File: config.mk
export PLATFORM = sky130hd
export DESIGN_NAME = pt_walker
export DESIGN_NICKNAME = d
export VERILOG_FILES = /design/src/rtl/pt_walker_pkg.sv /design/src/rtl/pt_perm_check.sv /design/src/rtl/pt_pte_collect.sv /design/src/rtl/pt_addr_gen.sv /design/src/rtl/pt_walker.sv
export SDC_FILE = /design/constraint.sdc
export NUM_CORES = 1
export LEC_CHECK = 0
export BUFFER_PORTS_ARGS = -buffer_cell sky130_fd_sc_hd__clkbuf_2
export CELL_PAD_IN_SITES_DETAIL_PLACEMENT = 1
export CELL_PAD_IN_SITES_GLOBAL_PLACEMENT = 2
export CORE_UTILIZATION = 30
export CTS_BUF_LIST = sky130_fd_sc_hd__clkbuf_8
export CTS_CLUSTER_SIZE = 12
export DETAILED_ROUTE_END_ITERATION = 10
export GPL_TIMING_DRIVEN = 0
export PLACE_DENSITY = 0.89
export SYNTH_ARGS = -nofsm -noshare
export SYNTH_HDL_FRONTEND = slang
export SYNTH_SLANG_ARGS = --single-unit
File: constraint.sdc
create_clock -name clk -period 2 [get_ports clk]
set_input_delay 0.1 -clock clk [delete_from_list [all_inputs] [get_ports clk]]
set_output_delay 0.1 -clock clk [all_outputs]
set_load 0.1 [all_outputs]
File: src/rtl/pt_walker_pkg.sv
package pt_walker_pkg;

  typedef enum logic [1:0] {
    OP_LOAD  = 2'd0,
    OP_STORE = 2'd1,
    OP_TAS   = 2'd2,
    OP_LOAD2 = 2'd3
  } op_e;

  typedef enum logic [1:0] {
    ST_OK       = 2'd0,
    ST_INVALID  = 2'd1,
    ST_READONLY = 2'd2,
    ST_KERNEL   = 2'd3
  } status_e;

  // positions of the permission flags inside an entry
  localparam int FLAG_VALID = 0;
  localparam int FLAG_WRITE = 1;
  localparam int FLAG_USER  = 2;
  localparam int FLAG_W     = 3;

  localparam logic [7:0] TAS_SET_VALUE = 8'h01;

  function automatic logic op_writes(input logic [1:0] op);
    return (op == OP_STORE) || (op == OP_TAS);
  endfunction

endpackage

File: src/rtl/pt_perm_check.sv
module pt_perm_check
  import pt_walker_pkg::*;
(
  input  logic [FLAG_W-1:0] flags,
  input  logic [1:0]        op,
  input  logic              user_mode,
  output logic [1:0]        status
);

  always_comb begin
    if (!flags[FLAG_VALID])
      status = ST_INVALID;
    else if (user_mode && !flags[FLAG_USER])
      status = ST_KERNEL;
    else if (op_writes(op) && !flags[FLAG_WRITE])
      status = ST_READONLY;
    else
      status = ST_OK;
  end

endmodule

File: src/rtl/pt_pte_collect.sv
module pt_pte_collect #(
  parameter int PTE_W  = 32,
  parameter int BYTE_W = 8,
  parameter int PPN_W  = 20,
  parameter int FLG_W  = 3,
  parameter int CNT_W  = $clog2(PTE_W / BYTE_W)
) (
  input  logic              clk,
  input  logic              rst,
  input  logic              clear,
  input  logic              shift_en,
  input  logic [BYTE_W-1:0] byte_in,
  output logic [PPN_W-1:0]  ppn,
  output logic [FLG_W-1:0]  flags,
  output logic [CNT_W-1:0]  byte_sel,
  output logic              last
);

  localparam int NBYTES = PTE_W / BYTE_W;

  logic [PTE_W-1:0] word_q;
  logic [CNT_W-1:0] cnt_q;

  // big-endian: earlier byte ends up more significant
  always_ff @(posedge clk) begin
    if (rst) begin
      word_q <= '0;
      cnt_q  <= '0;
    end else if (clear) begin
      cnt_q <= '0;
    end else if (shift_en) begin
      word_q <= {word_q[PTE_W-BYTE_W-1:0], byte_in};
      cnt_q  <= cnt_q + 1'b1;
    end
  end

  assign ppn      = word_q[PTE_W-1 -: PPN_W];
  assign flags    = word_q[FLG_W-1:0];
  assign byte_sel = cnt_q;
  assign last     = (cnt_q == CNT_W'(NBYTES - 1));

endmodule

File: src/rtl/pt_addr_gen.sv
module pt_addr_gen #(
  parameter int IDX_W   = 10,
  parameter int OFF_W   = 12,
  parameter int PPN_W   = 20,
  parameter int ENT_SH  = 2,
  parameter int PA_W    = PPN_W + OFF_W
) (
  input  logic [PPN_W-1:0] base_frame,
  input  logic [IDX_W-1:0] idx1,
  input  logic [PPN_W-1:0] entry_ppn,
  input  logic [IDX_W-1:0] idx2,
  input  logic [OFF_W-1:0] offset,
  output logic [PA_W-1:0]  l1_entry_addr,
  output logic [PA_W-1:0]  l2_entry_addr,
  output logic [PA_W-1:0]  data_addr
);

  assign l1_entry_addr = {base_frame, {OFF_W{1'b0}}} + PA_W'({idx1, {ENT_SH{1'b0}}});
  assign l2_entry_addr = {entry_ppn,  {OFF_W{1'b0}}} + PA_W'({idx2, {ENT_SH{1'b0}}});
  assign data_addr     = {entry_ppn, offset};

endmodule

File: src/rtl/pt_walker.sv
module pt_walker
  import pt_walker_pkg::*;
#(
  parameter int IDX_W  = 10,
  parameter int OFF_W  = 12,
  parameter int PPN_W  = 20,
  parameter int BYTE_W = 8,
  parameter int PTE_W  = 32,
  parameter int VA_W   = 2 * IDX_W + OFF_W,
  parameter int PA_W   = PPN_W + OFF_W
) (
  input  logic              clk,
  input  logic              rst,
  input  logic [PPN_W-1:0]  tbl_base,
  input  logic              req_valid,
  output logic              req_ready,
  input  logic [VA_W-1:0]   req_vaddr,
  input  logic [1:0]        req_op,
  input  logic [BYTE_W-1:0] req_wdata,
  input  logic              req_user,
  output logic              mem_rd,
  output logic              mem_wr,
  output logic [PA_W-1:0]   mem_addr,
  output logic [BYTE_W-1:0] mem_wdata,
  input  logic [BYTE_W-1:0] mem_rdata,
  output logic              rsp_valid,
  output logic [1:0]        rsp_status,
  output logic [BYTE_W-1:0] rsp_data
);

  localparam int NBYTES = PTE_W / BYTE_W;
  localparam int CNT_W  = $clog2(NBYTES);
  localparam int ENT_SH = $clog2(NBYTES);

  typedef enum logic [2:0] {
    S_IDLE, S_FETCH, S_CAPT, S_CHECK, S_DRD, S_DCAPT, S_DWR
  } state_e;

  state_e            state_q;
  logic              lvl_q;
  logic [1:0]        op_q;
  logic              user_q;
  logic [BYTE_W-1:0] wdata_q;
  logic [IDX_W-1:0]  idx2_q;
  logic [OFF_W-1:0]  off_q;
  logic [PA_W-1:0]   entry_q;
  logic [PA_W-1:0]   paddr_q;
  logic [BYTE_W-1:0] old_q;

  logic              accept;
  logic              col_clear, col_shift;
  logic [PPN_W-1:0]  ent_ppn;
  logic [FLAG_W-1:0] ent_flags;
  logic [CNT_W-1:0]  byte_sel;
  logic              byte_last;
  logic [1:0]        chk_status;
  logic [PA_W-1:0]   l1_addr, l2_addr, data_addr;

  assign req_ready = (state_q == S_IDLE);
  assign accept    = req_valid && req_ready;
  assign col_clear = accept || (state_q == S_CHECK);
  assign col_shift = (state_q == S_CAPT);

  pt_pte_collect #(
    .PTE_W(PTE_W), .BYTE_W(BYTE_W), .PPN_W(PPN_W), .FLG_W(FLAG_W), .CNT_W(CNT_W)
  ) u_collect (
    .clk(clk), .rst(rst), .clear(col_clear), .shift_en(col_shift),
    .byte_in(mem_rdata), .ppn(ent_ppn), .flags(ent_flags),
    .byte_sel(byte_sel), .last(byte_last)
  );

  pt_perm_check u_perm (
    .flags(ent_flags), .op(op_q), .user_mode(user_q), .status(chk_status)
  );

  pt_addr_gen #(
    .IDX_W(IDX_W), .OFF_W(OFF_W), .PPN_W(PPN_W), .ENT_SH(ENT_SH), .PA_W(PA_W)
  ) u_addr (
    .base_frame(tbl_base),
    .idx1(req_vaddr[VA_W-1 -: IDX_W]),
    .entry_ppn(ent_ppn),
    .idx2(idx2_q),
    .offset(off_q),
    .l1_entry_addr(l1_addr),
    .l2_entry_addr(l2_addr),
    .data_addr(data_addr)
  );

  always_ff @(posedge clk) begin
    if (rst) begin
      state_q    <= S_IDLE;
      lvl_q      <= 1'b0;
      op_q       <= 2'd0;
      user_q     <= 1'b0;
      wdata_q    <= '0;
      idx2_q     <= '0;
      off_q      <= '0;
      entry_q    <= '0;
      paddr_q    <= '0;
      old_q      <= '0;
      rsp_valid  <= 1'b0;
      rsp_status <= 2'd0;
      rsp_data   <= '0;
    end else begin
      rsp_valid <= 1'b0;
      unique case (state_q)
        S_IDLE: if (accept) begin
          op_q    <= req_op;
          user_q  <= req_user;
          wdata_q <= req_wdata;
          idx2_q  <= req_vaddr[OFF_W +: IDX_W];
          off_q   <= req_vaddr[OFF_W-1:0];
          entry_q <= l1_addr;
          lvl_q   <= 1'b0;
          state_q <= S_FETCH;
        end
        S_FETCH: state_q <= S_CAPT;
        S_CAPT:  state_q <= byte_last ? S_CHECK : S_FETCH;
        S_CHECK: begin
          if (chk_status != ST_OK) begin
            rsp_valid  <= 1'b1;
            rsp_status <= chk_status;
            rsp_data   <= '0;
            state_q    <= S_IDLE;
          end else if (!lvl_q) begin
            entry_q <= l2_addr;
            lvl_q   <= 1'b1;
            state_q <= S_FETCH;
          end else begin
            paddr_q <= data_addr;
            state_q <= (op_q == OP_STORE) ? S_DWR : S_DRD;
          end
        end
        S_DRD: state_q <= S_DCAPT;
        S_DCAPT: begin
          old_q <= mem_rdata;
          if (op_q == OP_TAS) begin
            state_q <= S_DWR;
          end else begin
            rsp_valid  <= 1'b1;
            rsp_status <= ST_OK;
            rsp_data   <= mem_rdata;
            state_q    <= S_IDLE;
          end
        end
        S_DWR: begin
          rsp_valid  <= 1'b1;
          rsp_status <= ST_OK;
          rsp_data   <= (op_q == OP_TAS) ? old_q : '0;
          state_q    <= S_IDLE;
        end
        default: state_q <= S_IDLE;
      endcase
    end
  end

  always_comb begin
    mem_rd    = 1'b0;
    mem_wr    = 1'b0;
    mem_addr  = '0;
    mem_wdata = '0;
    case (state_q)
      S_FETCH: begin
        mem_rd   = 1'b1;
        mem_addr = entry_q + PA_W'(byte_sel);
      end
      S_DRD: begin
        mem_rd   = 1'b1;
        mem_addr = paddr_q;
      end
      S_DWR: begin
        mem_wr    = 1'b1;
        mem_addr  = paddr_q;
        mem_wdata = (op_q == OP_TAS) ? TAS_SET_VALUE : wdata_q;
      end
      default: ;
    endcase
  end

endmodule

==> flow_summary.toml <==
[timing]
finClkSkew_ps = 18.3
setup_violations = 10
drv_slew = 0
final.setup.tns_ps = -116
worstMarginPinSlew_ps = 749
slew_headroom = 0.494
hold_viol_final = 0
holdWs_ps = 11.3
timing.final.crit_period_ps = 2030
rsz0062_at_grt = "yes"
min_period_over_period = 1.02
fmax_ghz = 0.492
layout_setup_ws_ps = -33.0

[place]
dp_hpwl_um = 15400
placement.cell_area_um2 = 7580
detailedPlace.worstSlack_ps = -395
io_buffers = 127
gp_congestion = 0.792

[power]
p_leak_uw = 0.00408
power_frac_clock = 0.369
p_per_area_nw_per_um2 = 693
power_switching_uw = 1930
comb_power_share = 0.171
seq_power_share = 0.460
internal_power_uw = 5040
ir_worst_vdd_mv = 0.355
swShare = 0.277

[floorplan]
coreArea_um2 = 21200
die_h_um = 150
die_area_um2 = 22400
num_rows = 53
io_pins = 128
die_width_um = 150
start_util = 0.308

[synthesis]
synth.ff_latch_count = 152
synthCells = 769
synth_nets = 846
netlist_area_um2 = 6540
synth.distinct_cells = 41
ys_seq_area_frac = 0.465
syn_area_per_cell_um2 = 8.51
ys_warn_count = 0

[worst_setup_path]
arrival_ps = 1930
setup.worst_path.end_class = "output pin"
worst-setup-path-type = "reg2out"
r2r_cells = 5
worstSetupStartpointType = "flop"
cp_max_fo = 10
worstPathRequired_ps = 1900

[grt]
grt_pass1_wl_um = 36900
grt_pass1_vias = 6836
antenna_found_initial = 0
grt_max_degree = 17
grt.total_usage = 0.216
grt_overflow = 0

[outcome]
violations = "negative setup slack"
run_status = "finished, violations left"

[clocking]
path_clk_slew_ps = 80
clock-sinks = 152
cts_tree = "yes"
root_buffer = "clkbuf_8"
clk_latency_ps = 480
cts_inserted_buffers = 17
cts_max_path_buffers = 2
cts_htree_levels = 4

[final_layout]
drive_above_1_share = 0.272
insertedDiodeCount = 0
fin_nets = 1082
syn2layout_area_growth_pct = 53.6
fillers = 2401
design_area_um2 = 10000

[routing]
avgRoutedWirePerCell_um = 19.0
routed_wl_um = 24500
firstDrtPassIters = 5
vias_per_cell = 5.04
drt_iter0_drc = 323
final_antenna_net_count = 0
vias = 6509
drc = 0

[job]
drv_cap = 0

[worst_hold_path]
hold_class = "in2reg"
hold_path_depth = 3
[worst max-delay path, stage by stage, from the launching register on]
cell	delay (ps)
dfxtp_4	370
buf_4	140
nor2b_1	170
buf_6	180
clkbuf_8	200
a22o_1	180
clkbuf_16	210
[through the flow]
stage | power [uW] | utilization | cells
global placement | 4090 | 0.357 | 1171
global route | 7210 | 0.474 | 1291
detailed placement | 4110 | 0.357 | 1171
finish | 6960 | 0.474 | 1291
floorplan | 3820 | - | 769
CTS | 6880 | 0.461 | 1277
[power groups by stage]
stage	Clock (uW)	Combinational, uW	Sequential (uW)
6_report	2570	1190	3200
5_1_grt	2740	1260	3210
4_1_cts	2590	1100	3200
3_5_place_dp	0	845	3260
3_3_place_gp	0	839	3260
2_1_floorplan	0	578	3250
[cell type report]
type / instances / area (um2) / share of cell area
Multi-Input combinational cell: 544 / 3430 / 0.342
Sequential cell: 152 / 3060 / 0.304
Timing Repair Buffer: 219 / 2320 / 0.231
Buffer: 68 / 463 / 0.0461
Tap cell: 275 / 344 / 0.0342
Clock buffer: 19 / 262 / 0.0260
Clock inverter: 11 / 156 / 0.0156
Inverter: 3 / 11.3 / 0.00112
[cells in the mapped netlist, drive strengths merged]
cell	number	area [um2]
nand2	211	792
dfxtp	152	3040
a21oi	121	606
nand3b	40	300
buf	36	193
clkbuf	34	128
a22o	32	280
mux2i	31	310
o31ai	30	225
nand3	17	85.1
nor2b	13	81.3
and2	8	50.1
mux2	8	120
nand2b	4	25.0
ha	3	37.5
inv	3	11.3
nor3b	3	38.8
and3b	2	17.5
nand4	2	12.5
o21ai	2	10.0
xnor2	2	17.5
a2111oi	1	8.76
a221oi	1	15.0
a2bb2oi	1	8.76
a31oi	1	21.3
a41oi	1	16.3
and4	1	8.76
and4b	1	10.0
nor2	1	3.75
nor3	1	5.00
nor4	1	6.26
nor4b	1	23.8
o21a	1	7.51
o41ai	1	8.76
or2	1	6.26
or3b	1	8.76
[per-layer routing]
metal	GRT usage	vias up	wire length [um]
met5	0	-	0
li1	-	3123	-
met1	0.267	3176	10800
met3	0.0457	57	842
met4	0.107	0	819
met2	0.354	153	12100
[sequential cells by signal, indices dropped and copies added (netlist names)]
signal              cells
state_q                 3
user_q                  1
off_q                  12
rsp_data                8
paddr_q                32
entry_q                30
u_collect.byte_sel      2
lvl_q                   1
idx2_q                 10
old_q                   8
wdata_q                 8
rsp_status              2
op_q                    2
rsp_valid               1
u_collect.word_q       32
[final timing paths]
kind	from	endpoint	slack [ps]
setup / recovery	state_q[0]	mem_addr[1]	-30
hold / removal	req_vaddr[29]	entry_q[9]	10
setup reg to reg	state_q[1]	state_q[2]	80
hold reg to reg	u_collect.word_q[11]	u_collect.word_q[19]	450
[cells by family after synthesis]
family | after synthesis | synth area share
compound gates | 192 | 0.185
xor+xnor | 2 | 0.00268
fa+ha+maj | 3 | 0.00574
buf+inv | 73 | 0.0507
flops | 152 | 0.465
mux | 39 | 0.0658
simple gates | 308 | 0.225
[timing repair]
action                                 CTS  global route
gates resized for setup                180            37
gates cloned                             1             2
buffers inserted                         9            14
endpoints found under the hold margin   75             0
pin swaps                               21            24
hold buffers                            67             0
setup endpoints to repair              113           132
[cells in the final DEF, fill, tap and decap left out, types with 3 or more instances in the layout]
cell             n
and2_4           7
nand3b_1        40
a22o_1          10
a22o_4          22
buf_4           26
inv_1            5
bufinv_16        4
nor2b_1         12
a21oi_1        121
mux2i_1         31
buf_2           13
clkbuf_1        28
dfxtp_4          3
buf_6            5
clkbuf_16       35
clkbuf_2        86
o31ai_1         30
buf_12          11
dfxtp_1        148
mux2_4           8
nand2b_1         4
nand2_1        210
clkbuf_4         8
clkbuf_8        21
clkinv_2         4
nand3_1         17
buf_8            5
dlygate4sd3_1   67
(Power assumes the default switching activity.)
